--- config.mk ---
export PLATFORM = sky130hd
export DESIGN_NAME = vec_track
export DESIGN_NICKNAME = d
export VERILOG_FILES = /design/src/rtl/vt_pkg.sv /design/src/rtl/vt_prio_enc.sv /design/src/rtl/vt_bitmaps.sv /design/src/rtl/vt_regport.sv /design/src/rtl/vec_track.sv
export SDC_FILE = /design/constraint.sdc
export NUM_CORES = 2
export LEC_CHECK = 0
export CORE_MARGIN = 4
export CORE_UTILIZATION = 55
export CTS_BUF_LIST = sky130_fd_sc_hd__clkbuf_4 sky130_fd_sc_hd__clkbuf_8 sky130_fd_sc_hd__clkbuf_16
export CTS_CLUSTER_DIAMETER = 150
export CTS_CLUSTER_SIZE = 28
export DETAILED_ROUTE_END_ITERATION = 12
export GPL_ROUTABILITY_DRIVEN = 1
export PLACE_DENSITY = 0.79
export SLEW_MARGIN = 20
export SYNTH_ARGS = -nofsm -noshare
export SYNTH_HDL_FRONTEND = slang
export SYNTH_HIERARCHICAL = 1
export SYNTH_SLANG_ARGS = --single-unit
export TNS_END_PERCENT = 5
--- constraint.sdc ---
create_clock -name clk -period 3.35 [get_ports clk]
set_input_delay 0.8375 -clock clk [delete_from_list [all_inputs] [get_ports clk]]
set_output_delay 0.8375 -clock clk [all_outputs]
set_load 0.01 [all_outputs]
--- src/rtl/vt_pkg.sv ---
package vt_pkg;

  // Register windows of the read/write port (index = byte offset / 16)
  typedef enum logic [2:0] {
    RG_NONE,
    RG_ISR,
    RG_TRIG,
    RG_IRR,
    RG_EN
  } vt_region_e;

  localparam int unsigned VT_IDX_W = 8;

  // Decode a register index into a window; words past nwords are unmapped.
  function automatic vt_region_e vt_decode(input logic [VT_IDX_W-1:0] idx,
                                           input int unsigned nwords);
    vt_region_e r;
    case (idx[7:3])
      5'd2:    r = RG_ISR;
      5'd3:    r = RG_TRIG;
      5'd4:    r = RG_IRR;
      5'd9:    r = RG_EN;
      default: r = RG_NONE;
    endcase
    if (int'(idx[2:0]) >= int'(nwords)) r = RG_NONE;
    return r;
  endfunction

endpackage

--- src/rtl/vt_prio_enc.sv ---
// Highest-set-bit finder, split into segments so each level stays shallow.
module vt_prio_enc #(
  parameter int unsigned W   = 256,
  parameter int unsigned SEG = 32
) (
  input  logic [W-1:0]         vec_i,
  output logic                 any_o,
  output logic [$clog2(W)-1:0] idx_o
);
  localparam int unsigned NSEG  = W / SEG;
  localparam int unsigned SEG_W = $clog2(SEG);
  localparam int unsigned IDX_W = $clog2(W);

  logic [NSEG-1:0]       seg_any;
  logic [NSEG*SEG_W-1:0] seg_idx;

  for (genvar s = 0; s < NSEG; s++) begin : g_seg
    logic [SEG_W-1:0] loc;
    always_comb begin
      loc = '0;
      for (int b = 0; b < SEG; b++) begin
        if (vec_i[s*SEG+b]) loc = SEG_W'(b);
      end
    end
    assign seg_any[s]                   = |vec_i[s*SEG +: SEG];
    assign seg_idx[s*SEG_W +: SEG_W]    = loc;
  end

  always_comb begin
    idx_o = '0;
    for (int s = 0; s < NSEG; s++) begin
      if (seg_any[s]) idx_o = IDX_W'(s*SEG) + IDX_W'(seg_idx[s*SEG_W +: SEG_W]);
    end
  end

  assign any_o = |seg_any;

endmodule

--- src/rtl/vt_bitmaps.sv ---
// Request, in-service and enable maps with their next-state rules.
module vt_bitmaps #(
  parameter int unsigned NVEC   = 256,
  parameter int unsigned WORD_W = 32
) (
  input  logic                     clk,
  input  logic                     rst_n,
  input  logic                     raise_vld,
  input  logic [$clog2(NVEC)-1:0]  raise_vec,
  input  logic                     ack_vld,
  input  logic [$clog2(NVEC)-1:0]  ack_vec,
  input  logic                     eoi_vld,
  input  logic                     isr_any,
  input  logic [$clog2(NVEC)-1:0]  isr_top,
  input  logic                     en_wr_vld,
  input  logic [((NVEC/WORD_W)>1 ? $clog2(NVEC/WORD_W) : 1)-1:0] en_wr_word,
  input  logic [WORD_W-1:0]        en_wr_data,
  output logic [NVEC-1:0]          irr_q,
  output logic [NVEC-1:0]          isr_q,
  output logic [NVEC-1:0]          en_q
);
  localparam int unsigned VEC_W  = $clog2(NVEC);
  localparam int unsigned NWORDS = NVEC / WORD_W;
  localparam int unsigned WIDX_W = (NWORDS > 1) ? $clog2(NWORDS) : 1;

  function automatic logic [NVEC-1:0] vec_bit(input logic [VEC_W-1:0] v);
    return {{(NVEC-1){1'b0}}, 1'b1} << v;
  endfunction

  // Named internal events
  logic [NVEC-1:0]   raise_mask, ack_mask, eoi_mask;
  logic [NVEC-1:0]   irr_d, isr_d;
  logic [NWORDS-1:0] en_we;
  logic              eoi_hit;

  assign eoi_hit    = eoi_vld && isr_any;
  assign raise_mask = raise_vld ? (vec_bit(raise_vec) & en_q) : '0;
  assign ack_mask   = ack_vld   ? vec_bit(ack_vec) : '0;
  assign eoi_mask   = eoi_hit   ? vec_bit(isr_top) : '0;

  // Acknowledge is applied last, so it wins over a raise of the same vector.
  assign irr_d = (irr_q | raise_mask) & ~ack_mask;
  assign isr_d = (isr_q & ~eoi_mask) | ack_mask;

  for (genvar w = 0; w < NWORDS; w++) begin : g_we
    assign en_we[w] = en_wr_vld && (en_wr_word == WIDX_W'(w));
  end

  always_ff @(posedge clk) begin
    if (!rst_n) begin
      irr_q <= '0;
      isr_q <= '0;
      en_q  <= '1;
    end else begin
      irr_q <= irr_d;
      isr_q <= isr_d;
      for (int w = 0; w < NWORDS; w++) begin
        if (en_we[w]) en_q[w*WORD_W +: WORD_W] <= en_wr_data;
      end
    end
  end

  assert_raise_taken_R2: assert property (@(posedge clk) disable iff (!rst_n)
    (raise_vld && en_q[raise_vec] && !(ack_vld && ack_vec == raise_vec))
      |=> irr_q[$past(raise_vec)]);

  assert_raise_dropped_R2: assert property (@(posedge clk) disable iff (!rst_n)
    (raise_vld && !en_q[raise_vec] && !irr_q[raise_vec])
      |=> !irr_q[$past(raise_vec)]);

  assert_ack_moves_R5: assert property (@(posedge clk) disable iff (!rst_n)
    ack_vld |=> (isr_q[$past(ack_vec)] && !irr_q[$past(ack_vec)]));

  assert_ack_wins_R9: assert property (@(posedge clk) disable iff (!rst_n)
    (raise_vld && ack_vld && raise_vec == ack_vec) |=> !irr_q[$past(ack_vec)]);

  assert_eoi_retires_R6: assert property (@(posedge clk) disable iff (!rst_n)
    (eoi_vld && isr_any && !(ack_vld && ack_vec == isr_top))
      |=> !isr_q[$past(isr_top)]);

  assert_eoi_empty_R6: assert property (@(posedge clk) disable iff (!rst_n)
    (eoi_vld && !isr_any && !ack_vld) |=> $stable(isr_q));

  assert_en_hold_R8: assert property (@(posedge clk) disable iff (!rst_n)
    !en_wr_vld |=> $stable(en_q));

endmodule

--- src/rtl/vt_regport.sv ---
// Word view of the maps: combinational read mux and enable write decode.
module vt_regport
  import vt_pkg::*;
#(
  parameter int unsigned NVEC   = 256,
  parameter int unsigned WORD_W = 32
) (
  input  logic [VT_IDX_W-1:0] rd_idx,
  output logic [WORD_W-1:0]   rd_data,
  input  logic                wr_en,
  input  logic [VT_IDX_W-1:0] wr_idx,
  input  logic [WORD_W-1:0]   wr_data,
  input  logic [NVEC-1:0]     irr_q,
  input  logic [NVEC-1:0]     isr_q,
  input  logic [NVEC-1:0]     en_q,
  output logic                en_wr_vld,
  output logic [((NVEC/WORD_W)>1 ? $clog2(NVEC/WORD_W) : 1)-1:0] en_wr_word,
  output logic [WORD_W-1:0]   en_wr_data
);
  localparam int unsigned NWORDS = NVEC / WORD_W;
  localparam int unsigned WIDX_W = (NWORDS > 1) ? $clog2(NWORDS) : 1;

  vt_region_e        rd_reg, wr_reg;
  logic [WIDX_W-1:0] rd_word;
  int unsigned       rd_base;

  assign rd_reg  = vt_decode(rd_idx, NWORDS);
  assign wr_reg  = vt_decode(wr_idx, NWORDS);
  assign rd_word = rd_idx[WIDX_W-1:0];
  assign rd_base = int'(rd_word) * WORD_W;

  always_comb begin
    case (rd_reg)
      RG_ISR:  rd_data = isr_q[rd_base +: WORD_W];
      RG_IRR:  rd_data = irr_q[rd_base +: WORD_W];
      RG_EN:   rd_data = en_q[rd_base +: WORD_W];
      default: rd_data = '0;
    endcase
  end

  assign en_wr_vld  = wr_en && (wr_reg == RG_EN);
  assign en_wr_word = wr_idx[WIDX_W-1:0];
  assign en_wr_data = wr_data;

endmodule

--- src/rtl/vec_track.sv ---
module vec_track
  import vt_pkg::*;
#(
  parameter int unsigned NVEC   = 256,
  parameter int unsigned WORD_W = 32,
  parameter int unsigned SEG    = 32
) (
  input  logic                    clk,
  input  logic                    rst_n,
  input  logic                    raise_vld,
  input  logic [$clog2(NVEC)-1:0] raise_vec,
  input  logic                    ack_vld,
  input  logic [$clog2(NVEC)-1:0] ack_vec,
  input  logic                    eoi,
  input  logic                    wr_en,
  input  logic [VT_IDX_W-1:0]     wr_idx,
  input  logic [WORD_W-1:0]       wr_data,
  input  logic [VT_IDX_W-1:0]     rd_idx,
  output logic [WORD_W-1:0]       rd_data,
  output logic                    pend,
  output logic [$clog2(NVEC)-1:0] pend_vec
);
  localparam int unsigned VEC_W  = $clog2(NVEC);
  localparam int unsigned NWORDS = NVEC / WORD_W;
  localparam int unsigned WIDX_W = (NWORDS > 1) ? $clog2(NWORDS) : 1;

  logic [NVEC-1:0]   irr_q, isr_q, en_q;
  logic              isr_any;
  logic [VEC_W-1:0]  isr_top;
  logic              en_wr_vld;
  logic [WIDX_W-1:0] en_wr_word;
  logic [WORD_W-1:0] en_wr_data;

  vt_prio_enc #(.W(NVEC), .SEG(SEG)) u_irr_enc (
    .vec_i (irr_q),
    .any_o (pend),
    .idx_o (pend_vec)
  );

  vt_prio_enc #(.W(NVEC), .SEG(SEG)) u_isr_enc (
    .vec_i (isr_q),
    .any_o (isr_any),
    .idx_o (isr_top)
  );

  vt_bitmaps #(.NVEC(NVEC), .WORD_W(WORD_W)) u_maps (
    .clk        (clk),
    .rst_n      (rst_n),
    .raise_vld  (raise_vld),
    .raise_vec  (raise_vec),
    .ack_vld    (ack_vld),
    .ack_vec    (ack_vec),
    .eoi_vld    (eoi),
    .isr_any    (isr_any),
    .isr_top    (isr_top),
    .en_wr_vld  (en_wr_vld),
    .en_wr_word (en_wr_word),
    .en_wr_data (en_wr_data),
    .irr_q      (irr_q),
    .isr_q      (isr_q),
    .en_q       (en_q)
  );

  vt_regport #(.NVEC(NVEC), .WORD_W(WORD_W)) u_port (
    .rd_idx     (rd_idx),
    .rd_data    (rd_data),
    .wr_en      (wr_en),
    .wr_idx     (wr_idx),
    .wr_data    (wr_data),
    .irr_q      (irr_q),
    .isr_q      (isr_q),
    .en_q       (en_q),
    .en_wr_vld  (en_wr_vld),
    .en_wr_word (en_wr_word),
    .en_wr_data (en_wr_data)
  );

  assert_pend_top_R4: assert property (@(posedge clk) disable iff (!rst_n)
    pend |-> (irr_q[pend_vec] && ((irr_q >> pend_vec) == NVEC'(1))));

  assert_pend_idle_R4: assert property (@(posedge clk) disable iff (!rst_n)
    !pend |-> (irr_q == '0));

  assert_isr_top_R6: assert property (@(posedge clk) disable iff (!rst_n)
    isr_any |-> isr_q[isr_top]);

endmodule

==> impl_metrics.json, run 1 <==
{
  "status": "stopped before the end",
  "lastStage": "5_1_grt",
  "error": "[ERROR GRT-0116] Global routing finished with congestion. Check the congestion regions in the DRC Viewer.",
  "synth_cells": 5583,
  "clkSinkCount": 768,
  "synth_top_area_cell": "dfxtp_1",
  "numPortBuffers": 110,
  "hold_buffers": 0,
  "synth_area_mm2": 0.0436,
  "synth_seq_area_share_pct": 35.2,
  "ys.flop_type": "dfxtp_1",
  "synth_edf_count": 0,
  "synth_warnings": 6,
  "start_util_pct": 55.4,
  "clockBufferDepth": 3,
  "dpl-instance-area_mm2": 0.0552,
  "synth_fp_nets": 5653,
  "clock-root-buffer": "clkbuf_16",
  "yosysUniqueCellTypes": 85,
  "synth_top_area_share_pct": 35.2,
  "hpwl_mm": 215,
  "row_count": 103,
  "place_congestion": 1.24,
  "placed_cells": 7472,
  "grt_pass1_wl_mm": 473,
  "ys_seq_elements": 768,
  "io_pins": 111,
  "yosys-top-cells-area": "dfxtp_1 35%, nand3_1 6.4%, nand2_1 6.3%, a41oi_1 4.2%, clkbuf_1 4.0%",
  "syn_avg_cell_area_um2": 7.81,
  "grt_max_degree": 119,
  "die_h_um": 290,
  "htreeDepth": 1,
  "grt.total_usage_pct": 76.8,
  "die_w_um": 290,
  "ys_async_sr_fraction_pct": 0,
  "numCtsBuffers": 31,
  "grt_overflow_total": 367,
  "grt_pass1_vias": 60800
}
==> Yosys cell counts (all sizes together), types with 74 or more instances <==
library cell / instances
o2111ai: 124
o21ai: 192
nand2: 730
dfxtp: 768
a21oi: 180
o31ai: 74
o31a: 77
nor3: 239
a311oi: 125
inv: 252
a41oi: 208
buf: 173
o311ai: 132
nand3: 561
nor4: 174
nor2: 217
clkbuf: 462
==> through the flow <==
step           worst slack [ns]  utilization [%]  hold slack (ns)
2_1_floorplan            -0.159                -            0.454
4_1_cts                  -0.833             74.2            0.503
3_5_place_dp              -1.73             70.1            0.483
3_3_place_gp              -1.73             70.1            0.476
==> repair_timing <==
item,in CTS
pin swaps,148
gates cloned,22
setup endpoints to repair,297
resized for setup,498
setup buffers,57
==> cell families after synthesis <==
kind of cell / after synthesis / share of synthesized area (%)
muxes: 5 / 0.175
DFF: 768 / 35.2
AOI/OAI and AO/OA: 1690 / 30.4
and+or+nand+nor: 2233 / 25.7
buffers and inverters: 887 / 8.45
==> layer usage <==
metal	global-route usage [%]	overflow
met1	81.4	10
met2	90.0	218
met3	63.1	8
met4	68.5	127
met5	32.4	4
==> inputs of run 2 (changes only) <==
--- a/config.mk
+++ b/config.mk
@@ -6,13 +6,10 @@
 export NUM_CORES = 2
 export LEC_CHECK = 0
 export CORE_MARGIN = 4
-export CORE_UTILIZATION = 55
-export CTS_BUF_LIST = sky130_fd_sc_hd__clkbuf_4 sky130_fd_sc_hd__clkbuf_8 sky130_fd_sc_hd__clkbuf_16
-export CTS_CLUSTER_DIAMETER = 150
-export CTS_CLUSTER_SIZE = 28
+export CORE_UTILIZATION = 40
 export DETAILED_ROUTE_END_ITERATION = 12
 export GPL_ROUTABILITY_DRIVEN = 1
-export PLACE_DENSITY = 0.79
+export PLACE_DENSITY_LB_ADDON = 0.15
 export SLEW_MARGIN = 20
 export SYNTH_ARGS = -nofsm -noshare
 export SYNTH_HDL_FRONTEND = slang
==> constraint.sdc (replaced) <==
create_clock -name clk -period 4.36 [get_ports clk]
set_input_delay 1.09 -clock clk [delete_from_list [all_inputs] [get_ports clk]]
set_output_delay 1.09 -clock clk [all_outputs]
set_load 0.01 [all_outputs]
==> impl_metrics.json, run 2 <==
{
  "status": "complete, but fails checks",
  "violations": "negative setup slack",
  "die_h_um": 338,
  "cp.required_ns": 3.27,
  "synth_warnings": 6,
  "p_leak_nw": 22.5,
  "post_drt_wl_per_cell_um": 42.4,
  "clock-root-buffer": "clkbuf_16",
  "critPathKind": "input port to output pin",
  "clk_latency_ns": 0.71,
  "p_per_area_mw_per_mm2": 321,
  "n_fill_cell": 10500,
  "end_kind": "output pin",
  "ant_nets": 0,
  "cts_tree": "done",
  "htreeDepth": 3,
  "layout_common_cells": "951 x buf_4, 767 x dfxtp_1, 726 x nand2_1",
  "syn_avg_cell_area_um2": 7.81,
  "yosys-top-cells-count": "768 x dfxtp_1, 730 x nand2_1, 561 x nand3_1, 461 x clkbuf_1, 250 x inv_1",
  "finalCritPeriodShare_pct": 115,
  "holdWs_ns": 0.486,
  "drt-vias-per-instance": 7.38,
  "tightest_slew_ns": 1.11,
  "hpwl_mm": 244,
  "numPortBuffers": 110,
  "drtIter0Drc": 11300,
  "hold_buffers": 0,
  "finalPower_mw": 18.3,
  "antenna_found_initial": 27,
  "synth_fp_nets": 5653,
  "setup_tns_ns": -12.38,
  "critPathLaunchType": "input port",
  "yosysMostFrequentCell": "dfxtp_1",
  "seq_area_mm2": 0.0154,
  "ir_drop_mv": 0.326,
  "timing.fmax_mhz": 200,
  "dpl-instance-area_mm2": 0.0522,
  "finalSetupViolations": 37,
  "ys_async_sr_fraction_pct": 0,
  "cp_max_fo": 19,
  "final_max_slew_viol_count": 0,
  "period_minus_slack_ns": 5.01,
  "drive_above_1_share_pct": 23.0,
  "multi_input_area_mm2": 0.0257,
  "final_hold_viol_count": 0,
  "clockBufferDepth": 3,
  "wl_mm": 326,
  "stdcell_count": 7693,
  "hold_class": "flip-flop to flip-flop",
  "max_slew_margin_pct": 25.0,
  "grt.total_usage_pct": 54.1,
  "place_congestion": 1.17,
  "synth_cells": 5583,
  "largest_registers": "u_maps/en_q x256, u_maps/irr_q x256, u_maps/isr_q x256",
  "cap_viol_max_count": 0,
  "fin_ws_ns": -0.649,
  "placed_cells": 7448,
  "crit_arrival_ns": 3.92,
  "ys_seq_elements": 768,
  "io_pins": 111,
  "synth_edf_count": 0,
  "dpl_worst_slack_ns": -2.13,
  "firstDrtPassIters": 9,
  "vias": 56800,
  "ys.flop_type": "dfxtp_1",
  "synth_seq_area_share_pct": 35.2,
  "grt_pass1_vias": 51700,
  "core_area_mm2": 0.108,
  "synth_top_area_cell": "dfxtp_1",
  "post-route-util_pct": 53.0,
  "yosysUniqueCellTypes": 85,
  "yosys-top-cells-area": "dfxtp_1 35%, nand3_1 6.4%, nand2_1 6.3%, a41oi_1 4.2%, clkbuf_1 4.0%",
  "die-area_mm2": 0.114,
  "grt_pass1_wl_mm": 437,
  "grt_max_degree": 160,
  "numCtsBuffers": 90,
  "nets": 6272,
  "grt_overflow_total": 0,
  "synth_area_mm2": 0.0436,
  "clk_pin_slew_ns": 0.05,
  "final_area_mm2": 0.0571,
  "die_w_um": 338,
  "synth_top_area_share_pct": 35.2,
  "syn2layout_area_growth_pct": 30.9,
  "clkSinkCount": 768,
  "row_count": 120,
  "start_util_pct": 40.5,
  "rsz0062_at_grt": "true",
  "drc": 0,
  "finalClockSkew_ns": 0.0217,
  "final_common_cell": "buf_4"
}
==> run 2: layout make-up <==
class | count | share of cell area [%]
multi-input cells | 3928 | 45.0
flip-flops and latches | 768 | 26.9
repair buffers | 1162 | 17.9
clock buffers | 129 | 4.56
well taps | 1403 | 3.07
inverters | 252 | 1.67
clock inverters | 34 | 0.780
diodes | 17 | 0.0745
==> run 2: what timing repair did <==
action,4_1_cts,5_1_grt
cloned,7,4
endpoints found under the setup margin,41,79
buffers inserted,35,19
pin swaps,76,27
resized for setup,298,64
==> run 2: metal layers <==
layer / global-route usage [%] / share of wire [%] / vias up / wire length [µm]
met5: 0.292 / 0.062 / - / 203
met4: 55.5 / 13 / 12 / 43300
met3: 18.9 / 14 / 1558 / 45200
met2: 74.2 / 39 / 5479 / 126000
met1: 63.4 / 34 / 27000 / 111000
li1: - / - / 22800 / -
==> run 2: cells by family (layout without fill, tap and decap cells) <==
logic type	after synthesis	after routing	share of synthesized area [%]
DFF	768	768	35.2
and+or+nand+nor	2233	2233	25.7
muxes	5	5	0.175
AOI/OAI and AO/OA	1690	1690	30.4
other	0	17	0
buffers and inverters	887	1577	8.45
==> run 2: critical path, cell delays in order <==
cell and delay [ns]:
buf_6 0.11, or2_4 0.28, buf_4 0.15, nor2_4 0.25
buf_6 0.20, buf_12 0.19, a221oi_2 0.08, a221o_1 0.36
nor4_4 0.82, buf_4 0.24, buf_6 0.09
==> run 2: worst paths after layout <==
path                          start               end  slack [ns]  cells past startpoint
hold reg to reg    u_maps/en_q[245]  u_maps/en_q[245]        0.49                      2
setup reg to reg  u_maps/isr_q[230]  u_maps/isr_q[44]       -0.02                     11
hold / removal     u_maps/en_q[245]  u_maps/en_q[245]        0.49                      2
setup / recovery          rd_idx[4]        rd_data[7]       -0.65                     11
==> run 2: power breakdown <==
group | leakage, nW | total (mW) | internal, mW | switching (mW)
clock network | 1.47 | 8.05 | 4.64 | 3.42
registers | 6.20 | 7.06 | 7.03 | 0.0240
logic | 14.9 | 3.23 | 1.02 | 2.21
No activity file was read; power rests on OpenSTA's default activity.
